==> config.mk <==
export PLATFORM = sky130hd
export DESIGN_NAME = dds_word_alternator
export DESIGN_NICKNAME = d
export VERILOG_FILES = /design/src/rtl/dds_word_alternator.sv
export SDC_FILE = /design/constraint.sdc
export NUM_CORES = 1
export LEC_CHECK = 0
export ABC_AREA = 1
export BUFFER_PORTS_ARGS = -buffer_cell sky130_fd_sc_hd__buf_2
export CORE_MARGIN = 4
export CORE_UTILIZATION = 35
export DETAILED_ROUTE_END_ITERATION = 12
export PLACE_DENSITY_LB_ADDON = 0.2
export SLEW_MARGIN = 15
export SYNTH_ARGS = -nofsm -noshare
export SYNTH_HDL_FRONTEND = slang
export SYNTH_SLANG_ARGS = --single-unit
==> constraint.sdc <==
create_clock -name clk -period 2.68 [get_ports clk]
set_input_delay 0.536 -clock clk [delete_from_list [all_inputs] [get_ports clk]]
set_output_delay 0.536 -clock clk [all_outputs]
set_load 0.02 [all_outputs]
==> src/rtl/dds_word_alternator.sv <==
module dds_word_alternator #(
  parameter int WORD_W      = 32,
  parameter int TOGGLE_CYC  = 24000,
  parameter int REFRESH_CYC = 60000000,
  parameter int SCLK_DIV    = 2
) (
  input  logic              clk,
  input  logic              rst_n,
  input  logic [WORD_W-1:0] base_a,
  input  logic [WORD_W-1:0] base_b,
  input  logic [WORD_W-1:0] offset,
  input  logic              upd,
  output logic              spi_sclk,
  output logic              spi_mosi,
  output logic              spi_cs_n,
  output logic              fsel,
  output logic              busy
);
  localparam int TW = $clog2(TOGGLE_CYC + 1);
  localparam int RW = $clog2(REFRESH_CYC + 1);
  localparam int DW = $clog2(SCLK_DIV + 1);
  localparam int BW = $clog2(WORD_W);
  localparam logic [TW-1:0] TOG_LAST = TW'(TOGGLE_CYC - 1);
  localparam logic [RW-1:0] REF_LAST = RW'(REFRESH_CYC - 1);
  localparam logic [DW-1:0] DIV_LAST = DW'(SCLK_DIV - 1);
  localparam logic [BW-1:0] BIT_LAST = BW'(WORD_W - 1);

  typedef enum logic [1:0] {S_IDLE, S_SHIFT, S_GAP} st_t;

  logic [TW-1:0]     tcnt;
  logic [RW-1:0]     rcnt;
  logic [DW-1:0]     div;
  logic [BW-1:0]     bcnt;
  logic [WORD_W-1:0] sh, word_b;
  logic              second, pend;
  st_t               st;

  wire [WORD_W-1:0] sum_a = base_a + offset;
  wire [WORD_W-1:0] sum_b = base_b + offset;
  wire tick    = (rcnt == REF_LAST);
  wire req     = upd | tick;
  wire start   = (st == S_IDLE) && (req || pend);
  wire div_end = (div == DIV_LAST);

  assign spi_mosi = !spi_cs_n && sh[WORD_W-1];
  assign busy     = (st != S_IDLE);

  always_ff @(posedge clk) begin
    if (!rst_n) begin
      tcnt <= '0;
      fsel <= 1'b0;
    end else if (tcnt == TOG_LAST) begin
      tcnt <= '0;
      fsel <= ~fsel;
    end else begin
      tcnt <= tcnt + 1'b1;
    end
  end

  always_ff @(posedge clk) begin
    if (!rst_n) begin
      rcnt     <= '0;
      pend     <= 1'b0;
      st       <= S_IDLE;
      sh       <= '0;
      word_b   <= '0;
      second   <= 1'b0;
      bcnt     <= '0;
      div      <= '0;
      spi_cs_n <= 1'b1;
      spi_sclk <= 1'b0;
    end else begin
      if (start)      rcnt <= '0;
      else if (!tick) rcnt <= rcnt + 1'b1;

      if (start)      pend <= 1'b0;
      else if (req)   pend <= 1'b1;

      case (st)
        S_IDLE: if (start) begin
          sh       <= sum_a;
          word_b   <= sum_b;
          second   <= 1'b0;
          bcnt     <= '0;
          div      <= '0;
          spi_cs_n <= 1'b0;
          spi_sclk <= 1'b0;
          st       <= S_SHIFT;
        end
        S_SHIFT: begin
          if (div_end) begin
            div <= '0;
            if (!spi_sclk) begin
              spi_sclk <= 1'b1;
            end else begin
              spi_sclk <= 1'b0;
              if (bcnt == BIT_LAST) begin
                spi_cs_n <= 1'b1;
                st       <= S_GAP;
              end else begin
                sh   <= {sh[WORD_W-2:0], 1'b0};
                bcnt <= bcnt + 1'b1;
              end
            end
          end else begin
            div <= div + 1'b1;
          end
        end
        S_GAP: begin
          if (div_end) begin
            div <= '0;
            if (!second) begin
              sh       <= word_b;
              second   <= 1'b1;
              bcnt     <= '0;
              spi_cs_n <= 1'b0;
              st       <= S_SHIFT;
            end else begin
              st <= S_IDLE;
            end
          end else begin
            div <= div + 1'b1;
          end
        end
        default: st <= S_IDLE;
      endcase
    end
  end

  a_r2_fsel_flips: assert property (@(posedge clk) disable iff (!rst_n)
    (tcnt == TOG_LAST) |=> (fsel != $past(fsel)));
  a_r2_fsel_holds: assert property (@(posedge clk) disable iff (!rst_n)
    (tcnt != TOG_LAST) |=> $stable(fsel));
  a_r9_idle_quiet: assert property (@(posedge clk) disable iff (!rst_n)
    spi_cs_n |-> (!spi_sclk && !spi_mosi));
  a_r5_mosi_steady_high: assert property (@(posedge clk) disable iff (!rst_n)
    spi_sclk |-> $stable(spi_mosi));
  a_r4_cs_needs_busy: assert property (@(posedge clk) disable iff (!rst_n)
    !busy |-> spi_cs_n);
endmodule

# Yosys cells after proc, flatten, opt, wreduce, memory -nomap -nowiden
# Cells that the tools add are included.
# op_classes
reduce_logical	20
addsub	6
bitwise	3
eq_ne	13
n_mux	36
# op_table
op	n
$mux W32	6
$pmux W32 S3	1
$add A32 B32 Y32	2
$mux W5	6
$add A26 B1 Y26 const B	1
$eq A26 B26 Y1 const B	1
$add A15 B1 Y15 const B	1
$eq A15 B15 Y1 const B	1
$pmux W5 S3	1
$mux W2	7
$ne A2 B2 Y1 const B	7
$reduce_and A7 Y1	2
$mux W1	10
$reduce_bool A2 Y1	4
$pmux W2 S3	1
$reduce_and A3 Y1	2
$reduce_or A2 Y1	3
$add A5 B1 Y5 const B	1
$eq A5 B5 Y1 const B	1
$reduce_and A5 Y1	1
$eq A2 B1 Y1 const B	2
$pmux W1 S2	2
$pmux W2 S2	1
$reduce_and A2 Y1	2
other kinds (10)	12
# totals
out_inout_bits	5
reg_bits	119

# Depth between registers and ports, before layout
# logic_depth
depth_word	6
depth_mapped	14

# Least setup slack after synthesis
# No wires, ideal clock.
# synth_timing
path_type	input to register
from	input port offset[0]
to	register sh[30]
path_slack_ns	0.584
arrival_time_ns	2.026
setup_time_ns	0.070
cell_stages	13
path_cell_list	ha_1 -> fa_1 -> nand3_1 -> nand3_1 -> nand2_1 -> nand2_1 -> nand2_1 -> nand2_1 -> nand2_1 -> nand2_1 -> nand2_1 -> nand3_1 -> a21oi_1
# synth_between
elab_chain_cells	3
# synth_rtl
item	line_no	rtl
start, declared	11	input logic [WORD_W-1:0] offset,
$add A32 B32 Y32	38	wire [WORD_W-1:0] sum_a = base_a + offset;
$mux W32	80	S_IDLE: if (start) begin
$pmux W32 S3	79	case (st)
end signal, assigned	81	sh <= sum_a;
end signal, assigned	101	sh <= {sh[WORD_W-2:0], 1'b0};
end signal, assigned	113	sh <= word_b;
end, declared	34	logic [WORD_W-1:0] sh, word_b;
# Every way passes these cells. The select of a mux whose other input is x is not followed.
# A chain may end at the register's enable or synchronous reset.

# Worst setup path in the final report
# layout_timing
from	register rcnt[0]
to	register rcnt[18]
# layout_between
elab_chain_cells	5
word_cells_on_any_way	6
classes_between	add/sub (1); eq/ne (1); bitwise (1); reduce/logical (3)
# layout_rtl
item	line_no	rtl
start, declared	31	logic [RW-1:0] rcnt;
start signal, assigned	74	else if (!tick) rcnt <= rcnt + 1'b1;
branches (longest 5 deep; another with $add A26 B1 Y26)	n/a	
# Several ways; the timed one is not identified.

==> flow_results.org <==
** Cells and area
- Most common cell after layout, fill and taps aside :: nand2_1
- Relative to the synthesized area, the layout overhead comes to 15.7%.
- Final net count :: 2109
- Highest-count cells in the layout ignoring fill and taps :: nand2_1, inv_1, nor2_1, a21oi_1, dfxtp_1
- The post-route netlist has 9.69% of its cells at a drive strength greater than 1.
- N_diodes :: 0

** Clock tree
- Number of resized instances in the post-cts repair step :: 0
- The root buffer cell chosen for the clock tree is clkbuf_16.
- The clock tree synthesis step divided the H-tree into 4 levels.
- CTS Hold Buffers Added :: 0
- The clock passes through at most 2 buffers.
- Clk slew on worst S/H paths :: 0.06 ns
- For the worst-skew pair, the clock arrives at the later sink with an insertion delay of 0.43 ns.
- In this run the post-CTS setup repair buffer count came out at 0.
- TritonCTS buffer count :: 17
- CTS sink count :: 119
- Clock tree from TritonCTS :: built

** Power and ir drop
- Internal cell power :: 5.41 mW
- Combinational logic is responsible for 49.0% of the overall power.
- Summing internal, switching and leakage power gives 9.80 mW.
- Per report_power, the sequential group accounts for 25.2% of the total.
- Power per unit of standard cell area :: 806 nW/um^2
- Of the total power, the share spent switching nets is 44.8%.
- Summed over all cells, the static leakage comes to 6.28 nW.
- Worst ir drop on vdd :: 0.000761 V
- Part of the total power dissipated in the clock network :: 25.8%
- Switching power :: 4.39 mW

** Timing
- Final worst path period need :: 2.25 ns
- Final count of pins violating max slew :: 0
- Max_slew headroom :: 43.0%
- Across the routed clock network, the largest skew measured is 0.0148 ns.
- Worst-margin pin slew :: 0.849 ns
- Setup repair after global routing left no endpoint under its margin.
- The final critical path takes up 83.8% of the cycle.
- Setup violations remaining at the end of the flow were counted as 0.
- Total Neg Setup Slack :: 0 ns
- Static timing analysis puts the maximum clock frequency at 0.445 GHz.
- The count of final hold-check violations is 0.

** Logic synthesis
- In this run, synthesis inferred 0 flip-flops with an integrated enable.
- Fraction of post-synthesis cell area in the top cell type by area :: 22.7%
- Flip-flop cell with the highest count after synthesis :: dfxtp_1
- Sequential fraction of the synthesis area :: 22.7%
- During synthesis, Yosys emitted a total of 0 warnings.
- The synthesized design contains 119 register bits.
- Fraction of registers with async set or reset after synthesis :: 0%
- Mean cell area of the mapped netlist :: 5.74 um^2
- Nets in the synthesized netlist :: 2001
- Yosys attributes the largest share of cell area to dfxtp_1, nand2_1, inv_1, ha_1, a21oi_1.
- Post-synthesis instance area :: 10500 um^2
- Of the total synthesized cell area, the portion taken by XOR and XNOR cells is 3.00%.
- The synthesized netlist devotes 12.4% of its cell area to compound gates.
- Yosys mapped the design onto 44 distinct sky130hd cell types.
- Of the total synthesized cell area, the portion taken by full adders, half adders and majority gates is 8.72%.
- After technology mapping, the gate count stands at 1830.
- Of the post-synthesis cell area, the part taken by muxes is 0%.
- Of the total synthesized cell area, the portion taken by AND, OR, NAND and NOR gates is 39.7%.
- After synthesis, the largest family of logic cells by area is simple AND/OR/NAND/NOR gates.
- The biggest area contributor in the post-synthesis netlist is dfxtp_1.

** Die
- Die Span X :: 181 um
- The floorplan has 63 rows.
- The core region is 29600 um^2.
- Height of the die :: 181 um
- Area of the die :: 32800 um^2
- Top-Level Pins :: 104
- Effective utilization at floorplan :: 35.4%

** Worst hold path
- Min-Delay Path Class :: flip-flop to flip-flop

** GRT
- Tot GR Track Use :: 21.3%
- Entering global routing, the biggest net connects 51 pins.
- Initial antenna violation count :: 0
- Remaining global-route overflow :: 0
- Global-route wire length before repair :: 56400 um
- Vias in the first global route :: 10.6k

** Setup path
- For the worst flop-to-flop path, the logic depth is 13.
- Worst path depth :: 13
- Critical path launch point type :: flip-flop
- The critical path starts at rcnt[0]$_SDFFE_PP0N_.
- Crit-path max FO :: 12
- Kind of critical path :: flip-flop to flip-flop
- For the worst setup path, the data required time is 3.00 ns.
- STA classifies the critical path endpoint as a flip-flop.
- Setup slack of the worst register-to-register path :: 0.43 ns
- Category of cells accounting for the largest share of critical-path delay :: simple AND/OR/NAND/NOR gates
- In this run the worst setup path terminates at rcnt[18]$_SDFFE_PP0N_.
- The startpoint identified for the worst register-to-register timing path is rcnt[0]$_SDFFE_PP0N_.
- Data on the critical path arrives at its endpoint at 2.56 ns.
- Largest stage delay, worst path :: 0.39 ns
- The critical path goes through ha_1 > nand2_1 > inv_2 > nand2_1 > nor2_2 > nand3_4 > nand2_2 > nand2_2 > buf_4 > nand2_4 > inv_2 > o21ai_0 > a21oi_1.
- Total buffers and inverters traversed by the critical path :: 3
- CP max-delay cell :: dfxtp_1
- In this run the critical register-to-register path is captured at rcnt[18]$_SDFFE_PP0N_.

** Placed design
- Final weighted congestion in routability-driven placement :: 0.901
- In this run the tool buffered the top-level ports with 103 buffer cells.
- The HPWL after detailed placement is 29100 um.

** Routing
- Summed over all layers, the routed wires come to 35600 um.
- After detailed routing, the average wire length per cell comes to 15.2 um.
- The final route contains 11.5k vias.
- In the routed layout, each cell is associated on average with a via count of 4.90.
- For this run, design rule violations remaining after detail routing come to 0.
- For this run, the detailed router's first-pass iteration total came to 6.
- Once detail routing completed, the nets flagged for antenna violations numbered 0.
- Number of violations reported at the end of detailed-routing iteration 0 :: 854

** Flow run
- Number of max-cap violations :: 0

** Run status
- Status :: complete, no violations
## cells by family (layout without fill, tap and decap cells)
family | Yosys count | count (layout)
AO/OA/AOI/OAI | 246 | 246
XOR/XNOR | 36 | 36
flip-flops | 119 | 119
AND/OR/NAND/NOR | 1001 | 1001
adder cells (fa/ha/maj) | 72 | 72
buffers and inverters | 356 | 477
## how the worst min path moves through the flow
| stage | cells after the start | end | startpoint | slack [ns] |
|---|---|---|---|---|
| finish | 2 | div[1]$_SDFFE_PN0P_ | div[1]$_SDFFE_PN0P_ | 0.44 |
| global route | 2 | div[1]$_SDFFE_PN0P_ | div[1]$_SDFFE_PN0P_ | 0.46 |
| CTS | 2 | div[1]$_SDFFE_PN0P_ | div[1]$_SDFFE_PN0P_ | 0.44 |
| detailed placement | 2 | div[1]$_SDFFE_PN0P_ | div[1]$_SDFFE_PN0P_ | 0.43 |
| global placement | 2 | div[1]$_SDFFE_PN0P_ | div[1]$_SDFFE_PN0P_ | 0.43 |
| floorplan | 2 | div[1]$_SDFFE_PN0P_ | div[1]$_SDFFE_PN0P_ | 0.42 |
## metal layers
layer	share of wire [%]	global-route usage (%)
met1	49	30.9
met2	42	32.5
met3	7.1	3.83
met4	2.1	6.09
met5	0	0
## stage by stage
| stage | instances | instance area (um^2) | utilization [%] | hold slack (ns) | setup slack, ns |
|---|---|---|---|---|---|
| after floorplan | 1830 | 10500 | - | 0.416 | 0.584 |
| after global placement | 2309 | 11500 | 38.9 | 0.429 | 0.206 |
| after detailed placement | 2309 | 11500 | 38.9 | 0.431 | 0.167 |
| after CTS | 2341 | 12200 | 41.0 | 0.440 | 0.435 |
| after global routing | 2341 | 12200 | 41.0 | 0.463 | 0.165 |
| final | 2341 | 12200 | 41.0 | 0.435 | 0.434 |
## final cells by class
| class | instances | area [um^2] |
|---|---|---|
| inverters | 314 | 1180 |
| multi-input cells | 1355 | 6700 |
| fillers | 3346 | 17500 |
| flip-flops and latches | 119 | 2380 |
| clock buffers | 17 | 425 |
| well taps | 390 | 488 |
| clock inverters | 15 | 213 |
| repair buffers | 131 | 763 |
## flip-flops by register name (all words and copies together), names as in the netlist
| name | count |
|---|---|
| bcnt | 5 |
| word_b | 32 |
| spi_cs_n | 1 |
| div | 2 |
| pend | 1 |
| rcnt | 26 |
| spi_sclk | 1 |
| fsel | 1 |
| sh | 32 |
| tcnt | 15 |
| st | 2 |
| second | 1 |
## tightest hold or removal path, stage by stage (launching register included)
cell	delay, ns
dfxtp_1	0.29
inv_1	0.06
nor2_1	0.04
## power by group through the flow
stage          combinational (mW)  sequential, mW  clock, mW
6_report                     4.80            2.47       2.53
3_5_place_dp                 4.78            2.50          0
3_3_place_gp                 4.75            2.50          0
2_1_floorplan                3.52            2.45          0
4_1_cts                      4.80            2.47       2.57
5_1_grt                      5.42            2.52       2.65
## cells in the mapped netlist, types with 3 or more instances
library cell and number:
xor2_1 13, o21ai_1 5, clkbuf_1 23, inv_2 4
a221oi_1 3, xnor2_1 23, a31oi_1 4, o21bai_1 5
buf_4 5, nand3b_1 7, nand4_1 33, nand3_1 106
buf_2 7, nor4_1 6, o21ai_0 65, and3_1 4
nor3_1 27, nor2_1 178, and2_1 5, dfxtp_1 119
ha_1 70, nand3_4 3, or2_2 8, a21oi_1 155
inv_1 309, buf_6 7, nand2_1 613
(Power assumes the default switching activity.)
